==> src/rtl/tlb_pkg.sv <==
package tlb_pkg;
    localparam int VPN_W  = 20;
    localparam int PFN_W  = 16;
    localparam int OFF_W  = 12;
    localparam int ASID_W = 8;
    localparam int VA_W   = VPN_W + OFF_W;
    localparam int PA_W   = PFN_W + OFF_W;

    typedef struct packed {
        logic              valid;
        logic [ASID_W-1:0] asid;
        logic [VPN_W-1:0]  vpn;
        logic [PFN_W-1:0]  pfn;
    } tlb_slot_t;

    function automatic logic tag_eq(input tlb_slot_t s,
                                    input logic [ASID_W-1:0] a,
                                    input logic [VPN_W-1:0] v);
        return s.valid && (s.asid == a) && (s.vpn == v);
    endfunction
endpackage

==> src/rtl/tlb_slot_array.sv <==
module tlb_slot_array
    import tlb_pkg::*;
#(
    parameter int N_ENT = 8,
    localparam int IDX_W = $clog2(N_ENT)
) (
    input  logic              clk,
    input  logic              rst,
    input  logic              fl_all,
    input  logic              fl_asid_valid,
    input  logic [ASID_W-1:0] fl_asid,
    input  logic              wr_en,
    input  logic [IDX_W-1:0]  wr_idx,
    input  tlb_slot_t         wr_slot,
    input  logic [ASID_W-1:0] lk_asid,
    input  logic [VPN_W-1:0]  lk_vpn,
    input  logic [ASID_W-1:0] rf_asid,
    input  logic [VPN_W-1:0]  rf_vpn,
    output logic [N_ENT-1:0]  lk_match,
    output logic [N_ENT-1:0]  rf_match,
    output logic [N_ENT-1:0]  valid_vec,
    output logic [PFN_W-1:0]  lk_pfn
);
    tlb_slot_t slots [N_ENT];

    for (genvar i = 0; i < N_ENT; i++) begin : g_slot
        always_ff @(posedge clk) begin
            if (rst || fl_all) begin
                slots[i].valid <= 1'b0;
            end else if (wr_en && (wr_idx == IDX_W'(i))) begin
                slots[i] <= wr_slot;
            end else if (fl_asid_valid && (slots[i].asid == fl_asid)) begin
                slots[i].valid <= 1'b0;
            end
        end
        always_ff @(posedge clk) begin
            if (rst) begin
                slots[i].asid <= '0;
                slots[i].vpn  <= '0;
                slots[i].pfn  <= '0;
            end else if (!fl_all && wr_en && (wr_idx == IDX_W'(i))) begin
                slots[i].asid <= wr_slot.asid;
                slots[i].vpn  <= wr_slot.vpn;
                slots[i].pfn  <= wr_slot.pfn;
            end
        end
        assign lk_match[i]  = tag_eq(slots[i], lk_asid, lk_vpn);
        assign rf_match[i]  = tag_eq(slots[i], rf_asid, rf_vpn);
        assign valid_vec[i] = slots[i].valid;
    end

    always_comb begin
        lk_pfn = '0;
        for (int i = 0; i < N_ENT; i++) begin
            lk_pfn = lk_pfn | ({PFN_W{lk_match[i]}} & slots[i].pfn);
        end
    end
endmodule

==> src/rtl/tlb_victim_sel.sv <==
module tlb_victim_sel #(
    parameter int N_ENT = 8,
    localparam int IDX_W = $clog2(N_ENT)
) (
    input  logic             clk,
    input  logic             rst,
    input  logic             accept,
    input  logic [N_ENT-1:0] rf_match,
    input  logic [N_ENT-1:0] valid_vec,
    output logic [IDX_W-1:0] victim
);
    logic [IDX_W-1:0] rr_ptr;
    logic [IDX_W-1:0] match_idx;
    logic [IDX_W-1:0] free_idx;
    logic             any_match;
    logic             any_free;

    always_comb begin
        match_idx = '0;
        free_idx  = '0;
        for (int i = N_ENT - 1; i >= 0; i--) begin
            if (rf_match[i])   match_idx = IDX_W'(i);
            if (!valid_vec[i]) free_idx  = IDX_W'(i);
        end
        any_match = |rf_match;
        any_free  = ~&valid_vec;
        if (any_match)     victim = match_idx;
        else if (any_free) victim = free_idx;
        else               victim = rr_ptr;
    end

    always_ff @(posedge clk) begin
        if (rst) begin
            rr_ptr <= '0;
        end else if (accept && !any_match && !any_free) begin
            rr_ptr <= (rr_ptr == IDX_W'(N_ENT - 1)) ? '0 : rr_ptr + 1'b1;
        end
    end
endmodule

==> src/rtl/tlb_asid_top.sv <==
module tlb_asid_top
    import tlb_pkg::*;
#(
    parameter int N_ENT = 8,
    localparam int IDX_W = $clog2(N_ENT)
) (
    input  logic              clk,
    input  logic              rst,
    input  logic [ASID_W-1:0] cur_asid,
    input  logic              lk_valid,
    input  logic [VA_W-1:0]   lk_vaddr,
    output logic              rsp_valid,
    output logic              rsp_hit,
    output logic              rsp_miss,
    output logic [PA_W-1:0]   rsp_paddr,
    input  logic              rf_valid,
    input  logic [ASID_W-1:0] rf_asid,
    input  logic [VPN_W-1:0]  rf_vpn,
    input  logic [PFN_W-1:0]  rf_pfn,
    input  logic              fl_asid_valid,
    input  logic [ASID_W-1:0] fl_asid,
    input  logic              fl_all
);
    logic [N_ENT-1:0] lk_match;
    logic [N_ENT-1:0] rf_match;
    logic [N_ENT-1:0] valid_vec;
    logic [PFN_W-1:0] lk_pfn;
    logic [IDX_W-1:0] victim;
    logic             rf_accept;
    tlb_slot_t        wr_slot;
    logic             hit_now;

    assign rf_accept = rf_valid && !fl_all;
    assign wr_slot   = '{valid: 1'b1, asid: rf_asid, vpn: rf_vpn, pfn: rf_pfn};

    tlb_slot_array #(.N_ENT(N_ENT)) u_array (
        .clk(clk), .rst(rst),
        .fl_all(fl_all), .fl_asid_valid(fl_asid_valid), .fl_asid(fl_asid),
        .wr_en(rf_accept), .wr_idx(victim), .wr_slot(wr_slot),
        .lk_asid(cur_asid), .lk_vpn(lk_vaddr[VA_W-1:OFF_W]),
        .rf_asid(rf_asid), .rf_vpn(rf_vpn),
        .lk_match(lk_match), .rf_match(rf_match),
        .valid_vec(valid_vec), .lk_pfn(lk_pfn)
    );

    tlb_victim_sel #(.N_ENT(N_ENT)) u_victim (
        .clk(clk), .rst(rst), .accept(rf_accept),
        .rf_match(rf_match), .valid_vec(valid_vec), .victim(victim)
    );

    assign hit_now = |lk_match;

    always_ff @(posedge clk) begin
        if (rst) begin
            rsp_valid <= 1'b0;
            rsp_hit   <= 1'b0;
            rsp_paddr <= '0;
        end else begin
            rsp_valid <= lk_valid;
            rsp_hit   <= lk_valid && hit_now;
            rsp_paddr <= (lk_valid && hit_now) ? {lk_pfn, lk_vaddr[OFF_W-1:0]} : '0;
        end
    end

    assign rsp_miss = rsp_valid && !rsp_hit;
endmodule

==> config.mk <==
export PLATFORM = sky130hd
export DESIGN_NAME = tlb_asid_top
export DESIGN_NICKNAME = d
export VERILOG_FILES = /design/src/rtl/tlb_pkg.sv /design/src/rtl/tlb_slot_array.sv /design/src/rtl/tlb_victim_sel.sv /design/src/rtl/tlb_asid_top.sv
export SDC_FILE = /design/constraint.sdc
export NUM_CORES = 1
export LEC_CHECK = 0
export BUFFER_PORTS_ARGS = -buffer_cell sky130_fd_sc_hd__buf_2
export CAP_MARGIN = 30
export CORE_ASPECT_RATIO = 0.6
export CORE_MARGIN = 2
export CORE_UTILIZATION = 55
export CTS_CLUSTER_SIZE = 25
export DETAILED_ROUTE_END_ITERATION = 10
export PLACE_DENSITY = 0.76
export SYNTH_ARGS = -nofsm -noshare
export SYNTH_HDL_FRONTEND = slang
export SYNTH_SLANG_ARGS = --single-unit
==> constraint.sdc <==
create_clock -name clk -period 4.3 [get_ports clk]
set_clock_uncertainty 0.15 [all_clocks]
set_input_delay 0.43 -clock clk [delete_from_list [all_inputs] [get_ports clk]]
set_output_delay 0.43 -clock clk [all_outputs]
set_load 0.01 [all_outputs]
### After elaboration in Yosys (flattened, before gate mapping)

Memory sizes are Yosys's and may differ from the RTL's.
Index checks and enable logic that the tools add are counted.

| word-level totals | value |
|---|---|
| bits in registers | 33 |
| memories | 1 |
| output and inout bits | 31 |
| bits in writable memories | 360 |

| operators by class | value |
|---|---|
| reduce and logical (&&, ||, !) cells | 71 |
| multiplexer cells | 167 |
| bitwise operators | 80 |
| equality and inequality tests | 48 |
| add/subtract/negate cells | 1 |

Memory list:

| memory | depth | width | rd ports | clocked after memory_dff | write ports | line | source |
|---|---|---|---|---|---|---|---|
| u_array.slots | 8 | 45 | 8 | 0 | 8 | tlb_slot_array.sv:24 | `tlb_slot_t slots [N_ENT];` |

Operators with widths:

| cell | number |
|---|---|
| == test 20 bit | 16 |
| two-way mux 20 bit | 16 |
| two-way mux 16 bit | 16 |
| == test 8 bit | 24 |
| bitwise AND 16 bit | 8 |
| two-way mux 8 bit | 16 |
| bitwise OR 16 bit | 7 |
| two-way mux 1 bit | 100 |
| bitwise OR 1 bit | 64 |
| logical AND 1 bit | 62 |
| two-way mux 3 bit | 19 |
| OR reduction 8 bit | 2 |
| == test 3 bit (second input constant) | 5 |
| AND reduction 8 bit | 1 |
| == test 3 x 2 -> 1 bit (second input constant) | 2 |
| adder 3 x 1 -> 3 bit (second input constant) | 1 |
| == test 3 x 1 -> 1 bit (second input constant) | 1 |
| zero test 1 bit | 3 |
| zero test 3 bit | 1 |
| OR reduction 2 bit | 1 |
| logical OR 1 bit | 1 |
| NOT 1 bit | 1 |

### Longest topological paths before layout

Gate-level depths: netlist (run 1).
An unclocked memory read counts as a cell.

| depth | value |
|---|---|
| word-level depth | 20 |
| depth in mapped cells | 10 |
| mapped depth without buffers | 8 |

### Cells and area by module

Synthesis (run 1) repeated with hierarchy kept, for this count alone.

| unflattened totals | value |
|---|---|
| cell total of the unflattened synthesis | 1521 |
| area total of the unflattened synthesis | 19648.8 sq um |

Modules (own cells, without submodules):

| module | cells each | instances | area an instance (sq um) | sequential area each (sq um) |
|---|---|---|---|---|
| tlb_slot_array | 1375 | 1 | 18303.8 | 10810.4 |
| tlb_asid_top | 103 | 1 | 1023.5 | 600.6 |
| tlb_victim_sel | 43 | 1 | 321.6 | 60.1 |

### Worst setup path after synthesis (run 1)

No wires, ideal clock.

| path | value |
|---|---|
| kind | input to register |
| start | in rf_vpn[0] |
| end | mem u_array.slots[1][135] (netlist bit), enable pin |
| setup slack | -444 ps |
| stages | 9 |
| arrival | 4139 ps |
| setup time | 455 ps |
| cells stage by stage | buf_4 -> xnor2_1 -> nand4_1 -> nor4_1 -> and3_1 -> or4b_4 -> a211oi_2 -> a21bo_2 -> o21bai_1 |

RTL lines:

| element | line | source |
|---|---|---|
| from (decl) | tlb_asid_top.sv:18 | `input logic [VPN_W-1:0] rf_vpn,` |
| to (decl) | tlb_slot_array.sv:24 |  |

==> impl_metrics.py, run 1 <==
metrics = {
    "status": {
        "status": "finished, final reports clean",
    },
    "floorplan": {
        "fp.dieH_um": 149.9,
        "dieArea_um2": 37050,
        "io_pins": 129,
        "coreArea_um2": 34950,
        "row_count": 53,
        "start_util_pct": 55.83,
        "die_w_um": 247.2,
    },
    "detailed_routing": {
        "drt_iter0_drc": 2715,
        "avgViaCountPerCell": 6.682,
        "dr.pass1.iters": 6,
        "num_vias": 14210,
        "wire_per_inst_um": 37.84,
        "wl_met3_mm": 15.48,
        "met2_length_mm": 30.73,
        "top_layer": "met4",
        "wl_mm": 80.50,
        "met1_length_mm": 32.57,
        "antenna_left": 0,
        "drc_errors": 0,
    },
    "timing": {
        "setup_viol": 0,
        "period_share_pct": 92.88,
        "holdWs_ps": 57.45,
        "hold_viol": 0,
        "min_period_ps": 3994,
        "slew-limit-headroom_pct": 26.73,
        "finalSetupTns_ps": 0,
        "max_freq_mhz": 250.4,
        "tightest_slew_ps": 1089,
        "drv_slew": 0,
        "rsz0062_at_grt": "false",
        "fin_ws_ps": 306.2,
    },
    "clock_network": {
        "numCtsBuffers": 38,
        "cts_setup_buffers": 0,
        "cts_num_sinks": 393,
        "cts-root-buf": "clkbuf_16",
        "cts.clk_slew.worst_paths_ps": 70,
        "cts_buffer_depth": 3,
        "cts_tree": "done",
        "cts_resized": 0,
        "insertion_delay_ps": 570,
        "cts_htree_levels": 2,
        "postCtsHoldBufs": 12,
    },
    "run": {
        "maxCapViolCount": 0,
    },
    "min_path": {
        "whs_endpoint": "rsp_valid",
        "min_path_cells": 2,
        "min_path_type": "in2reg",
        "min-delay-start": "lk_valid",
    },
    "synthesis": {
        "yosys_most_used_dff": "edfxtp_1",
        "syn_area_per_cell_um2": 13.48,
        "synth_area_um2": 19510,
        "ys_warn_count": 0,
        "synth_largest_area_cell": "edfxtp_1",
        "synth.area.top_cells": "edfxtp_1 55%, xnor2_1 12%, xor2_1 11%",
        "ys_seq_area_share_pct": 58.80,
        "synthCells": 1447,
        "yosys.area.top_type_share_pct": 55.41,
        "ys_types": 65,
        "synthArstFlopShare_pct": 0,
        "synth_edf_count": 360,
        "ys_ff_latch": 393,
        "synth_fp_nets": 1547,
    },
    "critical_path": {
        "endpoint_kind": "flop",
        "reg2reg_to": "u_array.slots[1][153]",
        "ff2ff_setup_slack_ps": 310,
        "r2r_cells": 10,
        "arrival_ps": 4110,
        "cp.required_ps": 4420,
        "crit_fanout": 12,
        "r2r_start": "u_array.slots[0][153]",
        "crit_type": "reg2reg",
        "start_kind": "flop",
    },
    "place": {
        "dpl_cell_area_um2": 21130,
        "dp_hpwl_mm": 61.65,
        "place_congestion": 1.098,
        "placed_cells": 2044,
        "portBuffers": 128,
        "place_ws_ps": 243.7,
    },
    "cells_and_area": {
        "fin_nets": 1729,
        "syn_to_final_growth_pct": 15.33,
        "utilization_pct": 64.39,
        "multi_input_area_um2": 7522,
        "area.sequential_um2": 11470,
        "instances_no_fill": 2127,
        "fin_area_um2": 22500,
        "drive_above_1_share_pct": 19.05,
        "fill_cells": 2525,
    },
    "global_routing": {
        "overflow": 0,
        "antenna_found_initial": 4,
        "grt_pass1_vias": 13300,
        "grt.total_usage_pct": 43.81,
        "grt_max_degree": 34,
        "grt_pass1_wl_mm": 108.0,
    },
    "power": {
        "p_leak_nw": 8.034,
        "power_mw": 9.462,
        "vdd_ir_drop_max_mv": 0.3671,
        "p_per_area_nw_per_um2": 420.5,
    },
}
-- routing by layer --
layer / vias up / GRT usage (%)
li1: 5655 / -
met1: 7123 / 64.94
met5: - / 0
met3: 107 / 22.97
met2: 1328 / 56.26
met4: 0 / 8.464
-- cells by family after synthesis --
kind of cell	after synthesis	synth area share [%]
flops	393	58.80
xor+xnor	498	22.36
mux	3	0.1539
compound gates	120	4.835
simple gates	322	10.31
buf+inv	109	3.425
fa+ha+maj	2	0.1282
-- critical path, stage by stage (launching register included) --
cell and delay [ps]:
edfxtp_1 470, xnor2_1 390, nand4_1 450, nor4_1 440
and3_1 510, nor4_1 140, a211oi_2 310, inv_1 230
o21bai_4 230, buf_12 180, buf_12 160
-- synth_stat cells, types with 6 or more instances --
| cell | number |
|---|---|
| nor4_1 | 67 |
| a222oi_1 | 12 |
| a31oi_1 | 24 |
| o21bai_1 | 9 |
| nand2b_1 | 16 |
| dfxtp_1 | 33 |
| nand2_1 | 26 |
| buf_6 | 21 |
| edfxtp_1 | 360 |
| nand3_1 | 17 |
| a22o_1 | 16 |
| a221oi_1 | 18 |
| nor2_1 | 19 |
| a22oi_1 | 8 |
| xor2_1 | 238 |
| nand4_1 | 79 |
| nor2b_1 | 46 |
| buf_2 | 27 |
| buf_4 | 16 |
| clkbuf_1 | 14 |
| xnor2_1 | 260 |
| nor4_2 | 6 |
| o21ai_1 | 6 |
| nor2_2 | 9 |
| nor3_1 | 10 |
| inv_1 | 23 |
-- worst max path at each step --
stage	end	startpoint	slack, ps	cells after the start
final	u_array.slots[1][153]	u_array.slots[0][153]	310	10
after global routing	u_array.slots[1][160]	u_array.slots[0][153]	360	10
after CTS	u_array.slots[0][78]	u_array.slots[0][37]	520	11
after global placement	u_array.slots[0][75]	rf_vpn[7]	190	11
after floorplan	u_array.slots[1][135]	rf_vpn[0]	-440	9
after detailed placement	u_array.slots[0][75]	rf_vpn[7]	240	11
-- power by group --
group	internal [mW]	total (mW)	switching, mW
clock	1.83	3.40	1.58
combinational	0.446	1.36	0.912
sequential	4.45	4.70	0.246
total	6.73	9.46	2.73
-- sequential cells by signal (all words and copies together) (netlist names) --
signal / flops
rsp_paddr: 28
u_victim.rr_ptr: 3
rsp_valid: 1
rsp_hit: 1
u_array.slots: 360
-- cell type report --
| type | count | share of cell area [%] |
|---|---|---|
| well taps | 467 | 2.597 |
| flip-flops and latches | 393 | 50.98 |
| multi-input cells | 945 | 33.43 |
| repair buffers | 226 | 7.006 |
| diodes | 1 | 0.01112 |
| inverters | 25 | 0.4170 |
| clock inverters | 21 | 0.8841 |
| clock buffers | 49 | 4.676 |
-- placed cells by master (no fill, tap or decap), drive strengths merged, types with 9 or more instances in the layout --
cell and instances:
buf 214, nand2b 16, inv 27, a222oi 12, o21bai 9, clkinv 17
nor2b 46, a221oi 18, nand4 79, dfxtp 33, xor2 238, nand3 17
a22o 16, dlygate4sd3 12, clkbuf 49, edfxtp 360, xnor2 260, a31oi 24
nor2 28, o21ai 11, nor3 10, nor4 76, nand2 26
No activity file was read; power rests on OpenSTA's default activity.
==> inputs of run 2 (changes only) <==
--- a/config.mk
+++ b/config.mk
@@ -5,8 +5,8 @@
 export SDC_FILE = /design/constraint.sdc
 export NUM_CORES = 1
 export LEC_CHECK = 0
-export BUFFER_PORTS_ARGS = -buffer_cell sky130_fd_sc_hd__buf_2
-export CAP_MARGIN = 30
+export BUFFER_PORTS_ARGS = -buffer_cell sky130_fd_sc_hd__buf_4
+export CAP_MARGIN = 25
 export CORE_ASPECT_RATIO = 0.6
 export CORE_MARGIN = 2
 export CORE_UTILIZATION = 55
==> run 2 against run 1 <==
Effect of this change:
- via count down 1.4%
- critical path depth rose by 2
- clock power up 2%
- global-route usage fell by 1.3 points
- combinational power about the same
- critical endpoint is now u_array.slots[0][58]
==> impl_metrics.py, run 2 (synthesized netlist as in run 1, its figures left out) <==
metrics = {
    "clock_network": {
        "cts-root-buf": "clkbuf_16",
        "cts_htree_levels": 2,
        "cts_tree": "done",
        "cts.clk_slew.worst_paths_ps": 70,
        "insertion_delay_ps": 550,
        "cts_resized": 0,
        "cts_num_sinks": 393,
        "numCtsBuffers": 38,
        "cts_buffer_depth": 3,
    },
    "cells_and_area": {
        "mostFrequentLayoutCells": "360 x edfxtp_1, 260 x xnor2_1, 238 x xor2_1",
        "fill_cells": 2519,
        "drive_above_1_share_pct": 18.31,
        "largest_register_ffs": 360,
        "final_common_cell": "edfxtp_1",
        "syn_to_final_growth_pct": 16.74,
        "fin_nets": 1720,
        "fin_area_um2": 22780,
        "top_register": "u_array.slots",
        "largest_registers": "u_array.slots x360, rsp_paddr x28, u_victim.rr_ptr x3",
        "utilization_pct": 65.17,
    },
    "timing": {
        "slew-limit-headroom_pct": 27.26,
        "min_period_ps": 3877,
        "tightest_slew_ps": 1083,
        "period_share_pct": 90.17,
        "drv_slew": 0,
        "hold_viol": 0,
        "finalSetupTns_ps": 0,
        "setup_viol": 0,
        "max_freq_mhz": 257.9,
        "rsz0062_at_grt": "false",
    },
    "detailed_routing": {
        "wl_mm": 78.12,
        "wire_per_inst_um": 36.89,
        "num_vias": 14010,
        "dr.pass1.iters": 5,
        "drc_errors": 0,
        "drt_iter0_drc": 2546,
        "avgViaCountPerCell": 6.613,
        "antenna_left": 0,
    },
    "power": {
        "p_leak_nw": 8.077,
        "p_per_area_nw_per_um2": 419.3,
        "pwr-share-clk_pct": 36.5,
        "pwr-share-comb_pct": 14.4,
        "vdd_ir_drop_max_mv": 0.3904,
        "p_seq_share_pct": 49.1,
        "switching_power_mw": 2.645,
        "p_sw_share_pct": 27.69,
        "intPower_mw": 6.906,
    },
    "place": {
        "dp_hpwl_mm": 59.85,
        "portBuffers": 128,
        "dpl_cell_area_um2": 21380,
        "place_congestion": 1.085,
    },
    "critical_path": {
        "cp.required_ps": 4380,
        "start_kind": "flop",
        "crit_type": "reg2reg",
        "endpoint_kind": "flop",
        "arrival_ps": 3960,
        "crit_fanout": 14,
    },
    "floorplan": {
        "start_util_pct": 55.83,
        "coreArea_um2": 34950,
        "die_w_um": 247.2,
        "fp.dieH_um": 149.9,
        "io_pins": 129,
        "dieArea_um2": 37050,
        "row_count": 53,
    },
    "global_routing": {
        "overflow": 0,
        "grt_max_degree": 60,
        "antenna_found_initial": 3,
        "grt_pass1_vias": 12940,
        "grt_pass1_wl_mm": 105.6,
        "grt.total_usage_pct": 42.53,
    },
    "run": {
        "maxCapViolCount": 0,
    },
    "min_path": {
        "min_path_type": "in2reg",
    },
    "status": {
        "status": "finished, final reports clean",
    },
}
[run 2: cell types whose count changed in the layout (fill, tap and decap cells not counted), sizes merged]
cell and delta:
diode +1, clkbuf -4, inv +1, buf -9, clkinv -2, bufinv +4
[run 2: routing by layer]
metal  vias to the layer above  track usage, %  share of wire [%]
met2                      1174           54.45                 38
met4                         4           6.958                1.8
li1                       5639               -                  -
met3                       112           23.15                 19
met5                         -               0              0.067
met1                      7078           63.18                 41
[run 2: critical path, stage by stage (launching register included)]
cell and delay (ps):
edfxtp_1 540, xnor2_1 520, nand4_1 390, nor4_1 490, nand2_1 130, buf_4 160
nand2b_1 80, a211oi_2 60, buf_4 160, buf_4 150, nand2b_1 190, o21bai_4 180
buf_4 310
[run 2: area by class of cell]
| class | instances | area, um^2 | area share [%] |
|---|---|---|---|
| flip-flops and latches | 393 | 11470 | 50.36 |
| multi-input cells | 945 | 7528 | 33.05 |
| repair buffers | 217 | 1826 | 8.015 |
| clock buffers | 45 | 998.5 | 4.384 |
| well taps | 467 | 584.3 | 2.565 |
| clock inverters | 24 | 270.3 | 1.187 |
| inverters | 25 | 93.84 | 0.4120 |
| diodes | 2 | 5.005 | 0.02197 |
[run 2: timing repair]
action                     CTS  global route
hold endpoints to repair    12             0
setup endpoints to repair    0             0
setup buffers                0             0
hold buffers                12             0
[run 2: stage by stage]
stage / setup WS [ps] / hold WS [ps] / power, mW / instances
after global placement: 451.4 / 344.9 / 6.031 / 2034
final: 422.8 / 76.02 / 9.550 / 2118
after detailed placement: 462.3 / 349.3 / 6.031 / 2035
after floorplan: -443.6 / 327.0 / 5.377 / 1447
after CTS: 644.3 / 80.02 / 9.446 / 2116
after global routing: 434.2 / 74.16 / 9.703 / 2116
[run 2: worst paths after layout]
path / depth (start not counted) / from / slack [ps] / end
max: 12 / u_array.slots[0][88] / 420 / u_array.slots[0][58]
min: 2 / lk_valid / 80 / rsp_valid
max reg2reg: 12 / u_array.slots[0][88] / 420 / u_array.slots[0][58]
min reg2reg: 2 / u_array.slots[0][6] / 370 / rsp_paddr[18]
[run 2: power by group through the flow]
stage,clock network (mW),registers [mW],logic (mW)
floorplan,0,4.68,0.701
global placement,0,4.75,1.28
detailed placement,0,4.76,1.28
CTS,3.48,4.68,1.29
global route,3.62,4.70,1.39
finish,3.48,4.69,1.37
==> inputs of run 3 (changes only) <==
--- a/config.mk
+++ b/config.mk
@@ -7,7 +7,7 @@
 export LEC_CHECK = 0
 export BUFFER_PORTS_ARGS = -buffer_cell sky130_fd_sc_hd__buf_4
 export CAP_MARGIN = 25
-export CORE_ASPECT_RATIO = 0.6
+export CORE_ASPECT_RATIO = 1.25
 export CORE_MARGIN = 2
 export CORE_UTILIZATION = 55
 export CTS_CLUSTER_SIZE = 25
==> run 3 against run 2 <==
Effect of this change:
- final cell count shrank 0.80%
- largest power group unchanged
- critical endpoint is now u_array.slots[0][85]
- register-to-register slack worse by 90 ps
- wire length decreased by 1.6%
- largest cell class unchanged
==> impl_metrics.py, run 3 (synthesized netlist as in run 1, its figures left out) <==
metrics = {
    "status": {
        "status": "finished, final reports clean",
    },
    "timing": {
        "min_period_ps": 3971,
        "finalSetupTns_ps": 0,
        "drv_slew": 0,
        "max_freq_mhz": 251.8,
        "period_share_pct": 92.34,
        "setup_viol": 0,
        "hold_viol": 0,
        "rsz0062_at_grt": "false",
        "tightest_slew_ps": 1092,
        "slew-limit-headroom_pct": 27.03,
    },
    "cells_and_area": {
        "final_common_cell": "edfxtp_1",
        "largest_register_ffs": 360,
        "fin_nets": 1693,
        "largest_registers": "u_array.slots x360, rsp_paddr x28, u_victim.rr_ptr x3",
        "mostFrequentLayoutCells": "360 x edfxtp_1, 260 x xnor2_1, 238 x xor2_1",
        "top_register": "u_array.slots",
        "drive_above_1_share_pct": 17.55,
        "syn_to_final_growth_pct": 16.22,
        "utilization_pct": 64.48,
        "fin_area_um2": 22670,
    },
    "place": {
        "dp_hpwl_mm": 55.86,
        "dpl_cell_area_um2": 21140,
        "place_congestion": 1.134,
        "portBuffers": 128,
    },
    "floorplan": {
        "coreArea_um2": 35170,
        "fp.dieH_um": 214.6,
        "dieArea_um2": 37010,
        "io_pins": 129,
        "start_util_pct": 55.48,
        "row_count": 77,
        "die_w_um": 172.5,
    },
    "critical_path": {
        "crit_type": "reg2reg",
        "crit_fanout": 44,
        "path_buf_inv": 2,
        "cp.required_ps": 4380,
        "reg2reg_to": "u_array.slots[0][85]",
        "startpoint": "u_array.slots[0][156]",
        "crit_family": "simple AND/OR/NAND/NOR gates",
        "ff2ff_setup_slack_ps": 330,
        "critical_path.max_stage_delay_ps": 820,
        "endpoint": "u_array.slots[0][85]",
        "r2r_cells": 10,
        "cp_common_cell": "nor4_1",
        "path_depth": 10,
        "endpoint_kind": "flop",
        "crit_slowest_cell": "nor4_1",
        "arrival_ps": 4050,
        "path_cells": "xnor2_1 -> nand4_1 -> nor4_1 -> and3_1 -> nor4_1 -> a211oi_2 -> buf_4 -> nand2b_1 -> o21bai_4 -> buf_12",
        "r2r_start": "u_array.slots[0][156]",
        "start_kind": "flop",
    },
    "detailed_routing": {
        "drc_errors": 0,
        "drt_iter0_drc": 1523,
        "num_vias": 13380,
        "avgViaCountPerCell": 6.369,
        "dr.pass1.iters": 7,
        "wire_per_inst_um": 36.58,
        "antenna_left": 0,
        "wl_mm": 76.85,
    },
    "clock_network": {
        "cts-root-buf": "clkbuf_16",
        "cts_setup_buffers": 0,
        "postCtsHoldBufs": 12,
        "cts_num_sinks": 393,
        "insertion_delay_ps": 570,
        "numCtsBuffers": 39,
        "cts_resized": 0,
        "cts_tree": "done",
        "cts.clk_slew.worst_paths_ps": 70,
        "cts_htree_levels": 2,
        "cts_buffer_depth": 3,
    },
    "min_path": {
        "min_path_type": "in2reg",
    },
    "global_routing": {
        "grt_pass1_wl_mm": 104.7,
        "overflow": 0,
        "grt.total_usage_pct": 42.22,
        "grt_pass1_vias": 13310,
        "grt_max_degree": 50,
        "antenna_found_initial": 5,
    },
    "power": {
        "power_mw": 9.737,
        "vdd_ir_drop_max_mv": 0.4428,
        "p_per_area_nw_per_um2": 429.4,
        "p_leak_nw": 7.972,
    },
    "run": {
        "maxCapViolCount": 0,
    },
}
run 3: worst min-delay path by stage:
stage,endpoint,cells after the start,slack (ps),from
2_1_floorplan,rsp_paddr[12],2,330,u_array.slots[0][45]
4_1_cts,rsp_valid,2,60,lk_valid
3_5_place_dp,rsp_paddr[16],2,350,u_array.slots[1][94]
5_1_grt,rsp_valid,2,70,lk_valid
6_report,rsp_valid,2,70,lk_valid
3_3_place_gp,rsp_paddr[17],2,370,u_array.slots[0][50]
run 3: final cells by class:
type,count,area (um^2)
antenna,3,7.507
clock buffer,44,1026
clock inverter,28,364.1
fill,2634,12490
inverter,25,93.84
multi-input combinational,945,7522
sequential,393,11470
tap,474,593.1
timing repair buffer,189,1597
run 3: metal layers:
| layer | GRT usage (%) | vias to the layer above | wire, um |
|---|---|---|---|
| met3 | 10.59 | 280 | 6831 |
| met2 | 64.60 | 862 | 35220 |
| met5 | 0 | - | 12 |
| met1 | 49.68 | 6662 | 26580 |
| met4 | 35.15 | 2 | 8206 |
| li1 | - | 5575 | - |
run 3: per-stage QoR:
stage / cells / worst slack (ps) / hold WS [ps]
finish: 2101 / 329.3 / 71.22
global route: 2098 / 370.4 / 70.59
CTS: 2095 / 540.4 / 56.36
detailed placement: 2011 / 385.1 / 349.7
global placement: 2011 / 349.2 / 365.3
floorplan: 1447 / -443.6 / 327.0
run 3: where the power goes:
| part | internal (mW) | switching, mW |
|---|---|---|
| registers | 4.45 | 0.230 |
| clock network | 2.12 | 1.60 |
| logic | 0.456 | 0.872 |
